## config.mk

```make
export PLATFORM = sky130hd
export DESIGN_NAME = seg_dac_front
export DESIGN_NICKNAME = d
export VERILOG_FILES = /design/src/rtl/seg_dac_therm.sv /design/src/rtl/seg_dac_negreg.sv /design/src/rtl/seg_dac_codemon.sv /design/src/rtl/seg_dac_front.sv
export SDC_FILE = /design/constraint.sdc
export NUM_CORES = 1
export LEC_CHECK = 0
export ABC_AREA = 1
export BUFFER_PORTS_ARGS = -buffer_cell sky130_fd_sc_hd__clkbuf_2
export CAP_MARGIN = 25
export CORE_MARGIN = 3
export CORE_UTILIZATION = 47
export CTS_CLUSTER_DIAMETER = 120
export DETAILED_ROUTE_END_ITERATION = 10
export PLACE_DENSITY_LB_ADDON = 0.25
export RECOVER_POWER = 100
export SETUP_SLACK_MARGIN = 0.2
export SLEW_MARGIN = 20
export SYNTH_ARGS = -nofsm -noshare
export SYNTH_HDL_FRONTEND = slang
export SYNTH_SLANG_ARGS = --single-unit
export TNS_END_PERCENT = 1
```

## constraint.sdc

```tcl
create_clock -name clk -period 3.6 [get_ports clk]
set_input_delay 0.72 -clock clk [delete_from_list [all_inputs] [get_ports clk]]
set_output_delay 0.72 -clock clk [all_outputs]
set_load 0.05 [all_outputs]
```

## src/rtl/seg_dac_therm.sv

```systemverilog
module seg_dac_therm #(
   parameter int COARSE_W = 3,
   localparam int UNITS   = (1 << COARSE_W) - 1
) (
   input  logic [COARSE_W-1:0] coarse,
   output logic [UNITS-1:0]    therm
);
   for (genvar k = 0; k < UNITS; k++) begin : g_line
      localparam logic [COARSE_W-1:0] LEVEL = COARSE_W'(k);
      assign therm[k] = (coarse > LEVEL);
   end
endmodule

```

## src/rtl/seg_dac_negreg.sv

```systemverilog
module seg_dac_negreg #(
   parameter int W = 8
) (
   input  logic         clk,
   input  logic         rst_n,
   input  logic [W-1:0] d,
   output logic [W-1:0] q
);
   always_ff @(negedge clk) begin
      if (!rst_n) q <= '0;
      else        q <= d;
   end
endmodule

```

## src/rtl/seg_dac_codemon.sv

```systemverilog
module seg_dac_codemon #(
   parameter int COARSE_W = 3,
   parameter int FINE_W   = 5,
   localparam int UNITS   = (1 << COARSE_W) - 1
) (
   input  logic [UNITS-1:0]           unit,
   input  logic [FINE_W-1:0]          fine,
   output logic [COARSE_W+FINE_W-1:0] code
);
   logic [COARSE_W-1:0] n;
   always_comb begin
      n = '0;
      for (int i = 0; i < UNITS; i++) n = n + COARSE_W'(unit[i]);
      code = {n, fine};
   end
endmodule

```

## src/rtl/seg_dac_front.sv

```systemverilog
module seg_dac_front #(
   parameter int COARSE_W = 3,
   parameter int FINE_W   = 5
) (
   input  logic                         clk,
   input  logic                         rst_n,
   input  logic [COARSE_W+FINE_W-1:0]   code_in,
   output logic [(1<<COARSE_W)-2:0]     unit_en,
   output logic [FINE_W-1:0]            fine_en,
   output logic [COARSE_W+FINE_W-1:0]   code_mon
);
   localparam int UNITS  = (1 << COARSE_W) - 1;
   localparam int CTRL_W = UNITS + FINE_W;

   if (COARSE_W < 1 || COARSE_W > 6) begin : g_bad_coarse
      $error("COARSE_W out of range");
   end
   if (FINE_W < 1) begin : g_bad_fine
      $error("FINE_W must be positive");
   end

   logic [UNITS-1:0]  therm_d;
   logic [CTRL_W-1:0] st1_q;
   logic [CTRL_W-1:0] st2_q;

   seg_dac_therm #(.COARSE_W(COARSE_W)) u_therm (
      .coarse (code_in[COARSE_W+FINE_W-1:FINE_W]),
      .therm  (therm_d)
   );

   // stage 1: decoded unit lines plus delayed fine bits
   seg_dac_negreg #(.W(CTRL_W)) u_st1 (
      .clk (clk), .rst_n (rst_n),
      .d   ({therm_d, code_in[FINE_W-1:0]}),
      .q   (st1_q)
   );

   // stage 2: all switch controls re-registered together
   seg_dac_negreg #(.W(CTRL_W)) u_st2 (
      .clk (clk), .rst_n (rst_n),
      .d   (st1_q),
      .q   (st2_q)
   );

   assign unit_en = st2_q[CTRL_W-1:FINE_W];
   assign fine_en = st2_q[FINE_W-1:0];

   seg_dac_codemon #(.COARSE_W(COARSE_W), .FINE_W(FINE_W)) u_mon (
      .unit (unit_en),
      .fine (fine_en),
      .code (code_mon)
   );
endmodule

```

==> results of run 1 <==
==> tightest hold or removal path, stage by stage (launching register included) <==
cell and delay [ps]:
dfxtp_1 290, nand2_1 50, inv_1 30
==> synth_stat cells <==
library cell	instances	share of area [%]
buf_2	1	0.58
buf_4	6	5.2
dfxtp_1	24	56
fa_1	3	7.0
ha_1	3	4.4
inv_1	29	13
nand2_1	20	8.7
nand2_2	1	0.73
nand3_2	1	1.2
nor2_1	3	1.3
nor3_1	1	0.58
o21ai_1	1	0.58
xor2_1	1	1.0
==> repair_timing <==
action | CTS | global route
endpoints found under the setup margin | 20 | 20
resized for setup | 58 | 20
hold buffers | 0 | 0
buffers inserted | 0 | 0
==> power groups by stage <==
stage	registers (W)	clock network, W	logic [W]
5_1_grt	0.000288	0.000292	0.000151
6_report	0.000287	0.000250	0.000143
3_3_place_gp	0.000289	0.0000424	0.0000984
2_1_floorplan	0.000309	0.0000424	0.0000630
3_5_place_dp	0.000289	0.0000424	0.0000997
4_1_cts	0.000287	0.000229	0.000130
==> state kept, by name, indices dropped and copies added, names as in the netlist <==
name and count:
u_st1.q 12, u_st2.q 12
==> metal layers <==
metal	routed length (um)	part of all wire [%]
met1	857	35
met2	1438	59
met3	96	4.0
met4	35	1.4
met5	0	0
==> worst max path at each step <==
stage	start	end	slack, ps	cells past startpoint
after floorplan	u_st2.q[5]$_SDFF_NN0_	code_mon[7]	-1500	8
after global placement	u_st2.q[5]$_SDFF_NN0_	code_mon[7]	-1480	9
after detailed placement	u_st2.q[5]$_SDFF_NN0_	code_mon[7]	-1550	9
after CTS	u_st2.q[6]$_SDFF_NN0_	code_mon[7]	-1810	9
after global routing	u_st2.q[6]$_SDFF_NN0_	code_mon[7]	-1980	9
final	u_st2.q[6]$_SDFF_NN0_	code_mon[7]	-1900	9
==> per-stage QoR <==
| stage | power (W) | cell area [um^2] | setup slack [ps] | hold WS (ps) |
|---|---|---|---|---|
| 2_1_floorplan | 0.0004144 | 889.6 | -1497 | 389.9 |
| 3_3_place_gp | 0.0004296 | 1045 | -1482 | 393.5 |
| 3_5_place_dp | 0.0004315 | 1045 | -1545 | 398.6 |
| 4_1_cts | 0.0006465 | 1414 | -1806 | 406.0 |
| 5_1_grt | 0.0007300 | 1434 | -1983 | 426.1 |
| 6_report | 0.0006797 | 1434 | -1902 | 407.4 |
==> logic make-up after synthesis <==
| logic type | count (synthesis) | synth area share [%] |
|---|---|---|
| xor+xnor | 1 | 1.021 |
| fa+ha+maj | 6 | 11.37 |
| flops | 24 | 55.98 |
| compound gates | 1 | 0.5825 |
| simple gates | 26 | 12.54 |
| buf+inv | 36 | 18.51 |
==> layout make-up <==
class | instances | area, um^2 | share of cell area [%]
clock inverter | 25 | 96.34 | 6.719
tap | 24 | 30.03 | 2.094
clock buffer | 3 | 22.52 | 1.571
sequential | 24 | 513.0 | 35.78
inverter | 28 | 105.1 | 7.330
timing repair buffer | 33 | 419.2 | 29.23
multi-input combinational | 34 | 247.7 | 17.28
==> impl_metrics.env, run 1 <==
export IMPL_status="complete, but fails checks"
export IMPL_violations="negative setup slack"
export IMPL_p_seq_share_pct=42.2
export IMPL_power_switching_w=0.0002652
export IMPL_worstPathMaxFanout=2
export IMPL_firstDrtPassIters=4
export IMPL_cp_common_cell="fa_1"
export IMPL_min_to="u_st2.q[3]$_SDFF_NN0_"
export IMPL_syn_area_per_cell_um2=9.131
export IMPL_use_met2_pct=40.05
export IMPL_fillCellCount=78
export IMPL_start_util_pct=53.26
export IMPL_dp_cells=144
export IMPL_wire_per_inst_um=14.19
export IMPL_overflow=0
export IMPL_gp_congestion=0.6968
export IMPL_tightestPinTransition_ps=815.8
export IMPL_h_tree_depth=1
export IMPL_final_net_count=164
export IMPL_layout_setup_ws_ps=-1902
export IMPL_dr_first_iter_drc_count=26
export IMPL_dr_total_vias=733
export IMPL_worstSetupStartpointType="flip-flop"
export IMPL_vias_per_cell=4.287
export IMPL_clock_root_buffer="clkbuf_4"
export IMPL_grt_pass1_wl_mm=3.795
export IMPL_track_usage_pct=20.81
export IMPL_hp_start="u_st1.q[3]$_SDFF_NN0_"
export IMPL_drc=0
export IMPL_antenna_found_initial=0
export IMPL_pwr_share_comb_pct=21.0
export IMPL_instances_no_fill=171
export IMPL_pwr_share_clk_pct=36.8
export IMPL_report_final_slew_viol_count=0
export IMPL_crit_family="adder cells"
export IMPL_area_delta_synth_final_pct=67.06
export IMPL_cellInternalPower_w=0.0004145
export IMPL_grt_use_met1_pct=20.50
export IMPL_drv_cap=0
export IMPL_critPathCaptureType="output pin"
export IMPL_die_h_um=48.74
export IMPL_rsz0062_at_grt="yes"
export IMPL_hpwl_um=981.7
export IMPL_io_pins=30
export IMPL_drt_total_wl_mm=2.427
export IMPL_r2r_end="u_st2.q[6]$_SDFF_NN0_"
export IMPL_maxSlewHeadroom_pct=45.61
export IMPL_required_ps=2880
export IMPL_reg2reg_from="u_st1.q[6]$_SDFF_NN0_"
export IMPL_crit_chain="ha_4, inv_2, fa_1, fa_1, inv_1, ha_2, fa_2, xor2_4, buf_8"
export IMPL_netlist_area_um2=858.3
export IMPL_cts_clk_slew_worst_paths_ps=70
export IMPL_cts_buffers=3
export IMPL_yosysUniqueCellTypes=13
export IMPL_io_buffers=29
export IMPL_tritoncts="done"
export IMPL_timing_setup_tns_ps=-5272
export IMPL_use_met3_pct=6.135
export IMPL_reg2reg_slack_ps=3040
export IMPL_cp_slowest_stage_delay_ps=510
export IMPL_grt_max_degree=22
export IMPL_die_area_mm2=0.002375
export IMPL_critPathKind="flip-flop to output pin"
export IMPL_clock_sinks=24
export IMPL_busiest_layer="met2"
export IMPL_coreArea_mm2=0.001612
export IMPL_final_layout_size_suffix_gt1_share_pct=36.05
export IMPL_setup_viol=3
export IMPL_rr_worst_depth=2
export IMPL_final_common_cell="inv_1"
export IMPL_ys_ff_latch=24
export IMPL_fin_util_pct=88.98
export IMPL_ant_nets=0
export IMPL_most_common_layout_cells="inv_1 (51), nand2_1 (21), dfxtp_1 (12), buf_8 (11), clkbuf_2 (8)"
export IMPL_cp_slowest_cell="fa_1"
export IMPL_die_w_um=48.74
export IMPL_min_path_type="flip-flop to flip-flop"
export IMPL_synth_warnings=0
export IMPL_min_delay_path_depth=2
export IMPL_synthesis_nets=110
export IMPL_swShare_pct=39.02
export IMPL_ir_worst_vdd_v=0.0004547
export IMPL_clk_latency_ps=420
export IMPL_critPathBufInv=3
export IMPL_grt_pass1_vias=856
export IMPL_clk_path_buf_depth=2
export IMPL_rows=14
export IMPL_finalHoldViolCount=0
export IMPL_power_leakage_nw=0.8716
export IMPL_power_density_mw_per_mm2=474.0
export IMPL_ys_seq_area_share_pct=55.98
export IMPL_diodes=0
export IMPL_syn_inst=94
export IMPL_skew_ps=22.95
export IMPL_critPathArrivalTime_ps=4780
Note: power is estimated with default switching activity, not from simulation.
==> run 2: changes to the inputs <==
CTS_BUF_LIST = sky130_fd_sc_hd__clkbuf_16   (was default)
GPL_TIMING_DRIVEN = 0   (was default)
==> impl_metrics.env, run 2 (synthesis results as in run 1) <==
export IMPL_status="complete, but fails checks"
export IMPL_violations="negative setup slack"
export IMPL_dpl_instance_area_mm2=0.001065
export IMPL_report_final_slew_viol_count=0
export IMPL_timing_setup_tns_ps=-5036
export IMPL_overflow=0
export IMPL_drv_cap=0
export IMPL_critPathArrivalTime_ps=4690
export IMPL_cts_hold_buf=0
export IMPL_start_util_pct=53.26
export IMPL_critPathKind="flip-flop to output pin"
export IMPL_h_tree_depth=1
export IMPL_dr_first_iter_drc_count=12
export IMPL_crit_chain="ha_4, inv_2, fa_1, fa_1, inv_1, ha_2, fa_2, xor2_4, buf_8"
export IMPL_track_usage_pct=22.19
export IMPL_finalHoldViolCount=0
export IMPL_grt_max_degree=15
export IMPL_hold_ws_ps=399.5
export IMPL_tightestPinTransition_ps=445.6
export IMPL_wire_per_inst_um=14.98
export IMPL_drt_total_wl_mm=2.606
export IMPL_area_delta_synth_final_pct=53.79
export IMPL_final_common_cell="inv_1"
export IMPL_cp_common_cell="fa_1"
export IMPL_cp_slowest_cell="fa_1"
export IMPL_power_leakage_nw=0.8458
export IMPL_ir_worst_vdd_v=0.0005449
export IMPL_rows=14
export IMPL_firstDrtPassIters=4
export IMPL_dr_total_vias=756
export IMPL_clk_latency_ps=350
export IMPL_setup_viol=3
export IMPL_coreArea_mm2=0.001612
export IMPL_gp_congestion=0.6874
export IMPL_required_ps=2880
export IMPL_vias_per_cell=4.345
export IMPL_pre_cts_ws_ps=-1579
export IMPL_min_path_type="flip-flop to flip-flop"
export IMPL_power_density_mw_per_mm2=599.0
export IMPL_clock_sinks=24
export IMPL_tritoncts="done"
export IMPL_cts_resized=55
export IMPL_layout_setup_ws_ps=-1813
export IMPL_io_buffers=29
export IMPL_cts_buffers=3
export IMPL_grt_pass1_vias=886
export IMPL_reg_top3="u_st1.q x12, u_st2.q x12"
export IMPL_postLayoutCellArea_mm2=0.001320
export IMPL_skew_ps=17.56
export IMPL_die_h_um=48.74
export IMPL_final_layout_size_suffix_gt1_share_pct=34.00
export IMPL_grt_pass1_wl_mm=3.946
export IMPL_crit_family="adder cells"
export IMPL_worstSetupStartpointType="flip-flop"
export IMPL_diodes=0
export IMPL_cts_clk_slew_worst_paths_ps=50
export IMPL_io_pins=30
export IMPL_maxSlewHeadroom_pct=70.29
export IMPL_critPathCaptureType="output pin"
export IMPL_antenna_found_initial=0
export IMPL_cp_slowest_stage_delay_ps=510
export IMPL_cts_setup_buffers=0
export IMPL_drc=0
export IMPL_critPathBufInv=3
export IMPL_ant_nets=0
export IMPL_die_w_um=48.74
export IMPL_final_net_count=167
export IMPL_worstPathMaxFanout=2
export IMPL_clock_root_buffer="clkbuf_16"
export IMPL_clk_path_buf_depth=2
export IMPL_most_common_layout_cells="inv_1 (51), nand2_1 (21), clkbuf_2 (17), dfxtp_1 (14), dfxtp_2 (8)"
export IMPL_hpwl_mm=1.103
export IMPL_rsz0062_at_grt="yes"
export IMPL_die_area_mm2=0.002375
## run 2: cell count changes in the layout (fill, tap and decap cells not counted)
| cell | previous run | this run |
|---|---|---|
| clkbuf_2 | 8 | 17 |
| clkbuf_1 | 1 | 4 |
| dfxtp_1 | 12 | 14 |
| buf_8 | 11 | 4 |
| clkbuf_16 | 5 | 3 |
| dfxtp_2 | 5 | 8 |
| dfxtp_4 | 7 | 2 |
## run 2: final cells by class
cell class              instances  area [um^2]
well taps                      24        30.03
plain buffers                   7        63.81
fillers                       110        291.5
clock buffers                   3        75.07
repair buffers                 29        203.9
flip-flops and latches         24        498.0
inverters                      28        105.1
clock inverters                25        96.34
multi-input cells              34        247.7
## run 2: worst reg2reg max path, cell delays in order, from the launching register on
cell and delay (ps):
dfxtp_1 310, nand2_1 100, inv_1 50
## run 2: worst paths after layout
check                              from                     to  slack (ps)  depth (start not counted)
setup / recovery  u_st2.q[6]$_SDFF_NN0_            code_mon[7]       -1810                          9
hold / removal    u_st1.q[5]$_SDFF_NN0_  u_st2.q[5]$_SDFF_NN0_         400                          2
setup reg to reg  u_st1.q[4]$_SDFF_NN0_  u_st2.q[4]$_SDFF_NN0_        3020                          2
hold reg to reg   u_st1.q[5]$_SDFF_NN0_  u_st2.q[5]$_SDFF_NN0_         400                          2
## run 2: metrics by stage
stage | util [%] | instances | power (W)
2_1_floorplan | - | 94 | 0.0004144
5_1_grt | 81.91 | 174 | 0.0008422
3_3_place_gp | 66.07 | 147 | 0.0004318
6_report | 81.91 | 174 | 0.0007908
4_1_cts | 89.05 | 174 | 0.0007845
3_5_place_dp | 66.07 | 147 | 0.0004369
## run 2: per-layer routing
metal	vias to the layer above	part of all wire, %	track usage [%]
li1	363	-	-
met1	354	35	18.80
met2	29	58	44.12
met3	10	4.3	7.362
met4	0	3.1	11.85
met5	-	0	0
## run 2: where the power goes
group	leakage (nW)	internal (W)	switching [W]
combinational	0.474	0.0000458	0.0000842
sequential	0.203	0.000281	0.00000749
clock	0.169	0.000187	0.000185
==> run 3: changes to the inputs <==
ABC_AREA = 0   (was 1)
CORE_UTILIZATION = 46   (was 47)
==> impl_metrics.env, run 3 <==
export IMPL_grt_use_met1_pct=18.50
export IMPL_drv_cap=0
export IMPL_yosysTopAreaCell="dfxtp_1"
export IMPL_report_final_slew_viol_count=0
export IMPL_io_buffers=29
export IMPL_tightestPinTransition_ps=429.1
export IMPL_fillCellCount=75
export IMPL_die_w_um=48.44
export IMPL_drt_total_wl_mm=2.621
export IMPL_syn_inst=72
export IMPL_antenna_found_initial=0
export IMPL_dpl_instance_area_mm2=0.001035
export IMPL_violations="negative setup slack"
export IMPL_ys_ff_latch=24
export IMPL_ys_seq_area_share_pct=58.01
export IMPL_power_density_mw_per_mm2=579.1
export IMPL_vias_per_cell=4.599
export IMPL_grt_pass1_wl_mm=3.643
export IMPL_required_ps=2880
export IMPL_h_tree_depth=1
export IMPL_die_area_mm2=0.002346
export IMPL_reg2reg_slack_ps=2980
export IMPL_final_common_cell="inv_1"
export IMPL_use_met2_pct=39.68
export IMPL_totalPowerFinal_w=0.0007992
export IMPL_track_usage_pct=20.68
export IMPL_final_layout_size_suffix_gt1_share_pct=41.41
export IMPL_min_delay_path_depth=1
export IMPL_critPathBufInv=3
export IMPL_synth_warnings=0
export IMPL_most_common_layout_cells="inv_1 (30), and2_0 (14), clkbuf_2 (14), dfxtp_1 (13), buf_8 (12)"
export IMPL_diodes=0
export IMPL_firstDrtPassIters=4
export IMPL_hp_start="u_st1.q[10]$_SDFF_NN0_"
export IMPL_yosys_top_cells_count="dfxtp_1 (24), and2_1 (19), inv_1 (9)"
export IMPL_gp_congestion=0.6528
export IMPL_coreArea_mm2=0.001594
export IMPL_min_to="u_st2.q[10]$_SDFF_NN0_"
export IMPL_yosysUniqueCellTypes=13
export IMPL_timing_setup_tns_ps=-5033
export IMPL_synthesis_nets=88
export IMPL_clock_root_buffer="clkbuf_16"
export IMPL_cp_slowest_cell="fa_1"
export IMPL_async_flop_share_pct=0
export IMPL_wire_per_inst_um=17.24
export IMPL_synth_top_flop_cell="dfxtp_1"
export IMPL_critPathArrivalTime_ps=4720
export IMPL_cp_slowest_stage_delay_ps=550
export IMPL_start_util_pct=51.96
export IMPL_synth_edf_count=0
export IMPL_area_delta_synth_final_pct=66.62
export IMPL_ir_worst_vdd_v=0.0004901
export IMPL_rows=14
export IMPL_instances_no_fill=152
export IMPL_r2r_end="u_st2.q[2]$_SDFF_NN0_"
export IMPL_finalHoldViolCount=0
export IMPL_skew_ps=18.76
export IMPL_rsz0062_at_grt="yes"
export IMPL_synth_top_area_share_pct=58.01
export IMPL_layout_setup_ws_ps=-1839
export IMPL_critPathKind="flip-flop to output pin"
export IMPL_postLayoutCellArea_mm2=0.001380
export IMPL_critPathCaptureType="output pin"
export IMPL_crit_family="adder cells"
export IMPL_final_net_count=145
export IMPL_netlist_area_um2=828.3
export IMPL_cts_clk_slew_worst_paths_ps=50
export IMPL_dp_cells=125
export IMPL_use_met3_pct=7.362
export IMPL_hpwl_um=970.3
export IMPL_worstPathMaxFanout=2
export IMPL_cts_hold_buf=0
export IMPL_clk_latency_ps=360
export IMPL_die_h_um=48.44
export IMPL_power_leakage_nw=0.7066
export IMPL_overflow=0
export IMPL_status="complete, but fails checks"
export IMPL_busiest_layer="met2"
export IMPL_crit_chain="ha_4, inv_2, fa_1, fa_1, inv_2, ha_4, fa_2, xor2_4, buf_8"
export IMPL_grt_max_degree=15
export IMPL_cts_buffers=3
export IMPL_min_path_type="flip-flop to flip-flop"
export IMPL_clock_sinks=24
export IMPL_reg_top3="u_st1.q x12, u_st2.q x12"
export IMPL_drc=0
export IMPL_io_pins=30
export IMPL_yosysMostFrequentCell="dfxtp_1"
export IMPL_syn_area_per_cell_um2=11.50
export IMPL_ys_top_cells_by_area="dfxtp_1 (58%), and2_1 (14%), fa_1 (7.3%), buf_4 (4.5%), ha_1 (4.5%)"
export IMPL_tritoncts="done"
export IMPL_dr_total_vias=699
export IMPL_rr_worst_depth=1
export IMPL_maxSlewHeadroom_pct=71.39
export IMPL_setup_viol=3
export IMPL_dr_first_iter_drc_count=25
export IMPL_clk_path_buf_depth=2
export IMPL_worstSetupStartpointType="flip-flop"
export IMPL_ant_nets=0
export IMPL_grt_pass1_vias=819
export IMPL_reg2reg_from="u_st1.q[2]$_SDFF_NN0_"
==> run 3: through the flow <==
stage	util, %	hold slack (ps)	setup slack, ps
2_1_floorplan	-	411.1	-1497
3_3_place_gp	64.91	415.7	-1504
3_5_place_dp	64.91	416.3	-1538
4_1_cts	87.76	411.7	-1775
5_1_grt	86.58	436.0	-1874
6_report	86.58	431.6	-1839
==> run 3: worst max path at each step <==
stage | startpoint | end | slack (ps) | cells after the start
after floorplan | u_st2.q[5]$_SDFF_NN0_ | code_mon[7] | -1500 | 8
after global placement | u_st2.q[5]$_SDFF_NN0_ | code_mon[7] | -1500 | 9
after detailed placement | u_st2.q[5]$_SDFF_NN0_ | code_mon[7] | -1540 | 9
after CTS | u_st2.q[6]$_SDFF_NN0_ | code_mon[7] | -1780 | 9
after global routing | u_st2.q[6]$_SDFF_NN0_ | code_mon[7] | -1870 | 9
final | u_st2.q[6]$_SDFF_NN0_ | code_mon[7] | -1840 | 9
==> run 3: cells by family after synthesis <==
group                      after synthesis  synth area share [%]
AOI/OAI and AO/OA                        4                 3.473
xor gates and xnor gates                 1                 1.058
adders and majority gates                6                 11.78
buffers and inverters                   16                 9.819
DFF                                     24                 58.01
and+or+nand+nor                         21                 15.86
==> run 3: final cells by class <==
cell class                      instances  area, um^2  share of cell area, %
Multi-Input combinational cell         32       312.8                  22.67
Timing Repair Buffer                   29       265.3                  19.22
Buffer                                  7       63.81                  4.624
Inverter                                8       30.03                  2.176
Clock buffer                            3       75.07                  5.440
Tap cell                               24       30.03                  2.176
Clock inverter                         25       96.34                  6.981
Sequential cell                        24       506.7                  36.72
==> run 3: repair_timing <==
item                                    4_1_cts  5_1_grt
pin swaps                                     0        0
endpoints found under the setup margin       20       18
gates resized for setup                      54       22
setup buffers                                 0        0
==> run 3: layer usage <==
layer / share of wire, % / up-vias
met3: 4.7 / 7
met2: 57 / 35
li1: - / 323
met4: 2.7 / 0
met5: 0 / -
met1: 36 / 334
==> run 3: power by group <==
group	internal [W]	leakage (nW)	switching (W)
combinational	0.0000509	0.333	0.0000757
sequential	0.000279	0.204	0.00000822
clock	0.000188	0.169	0.000198
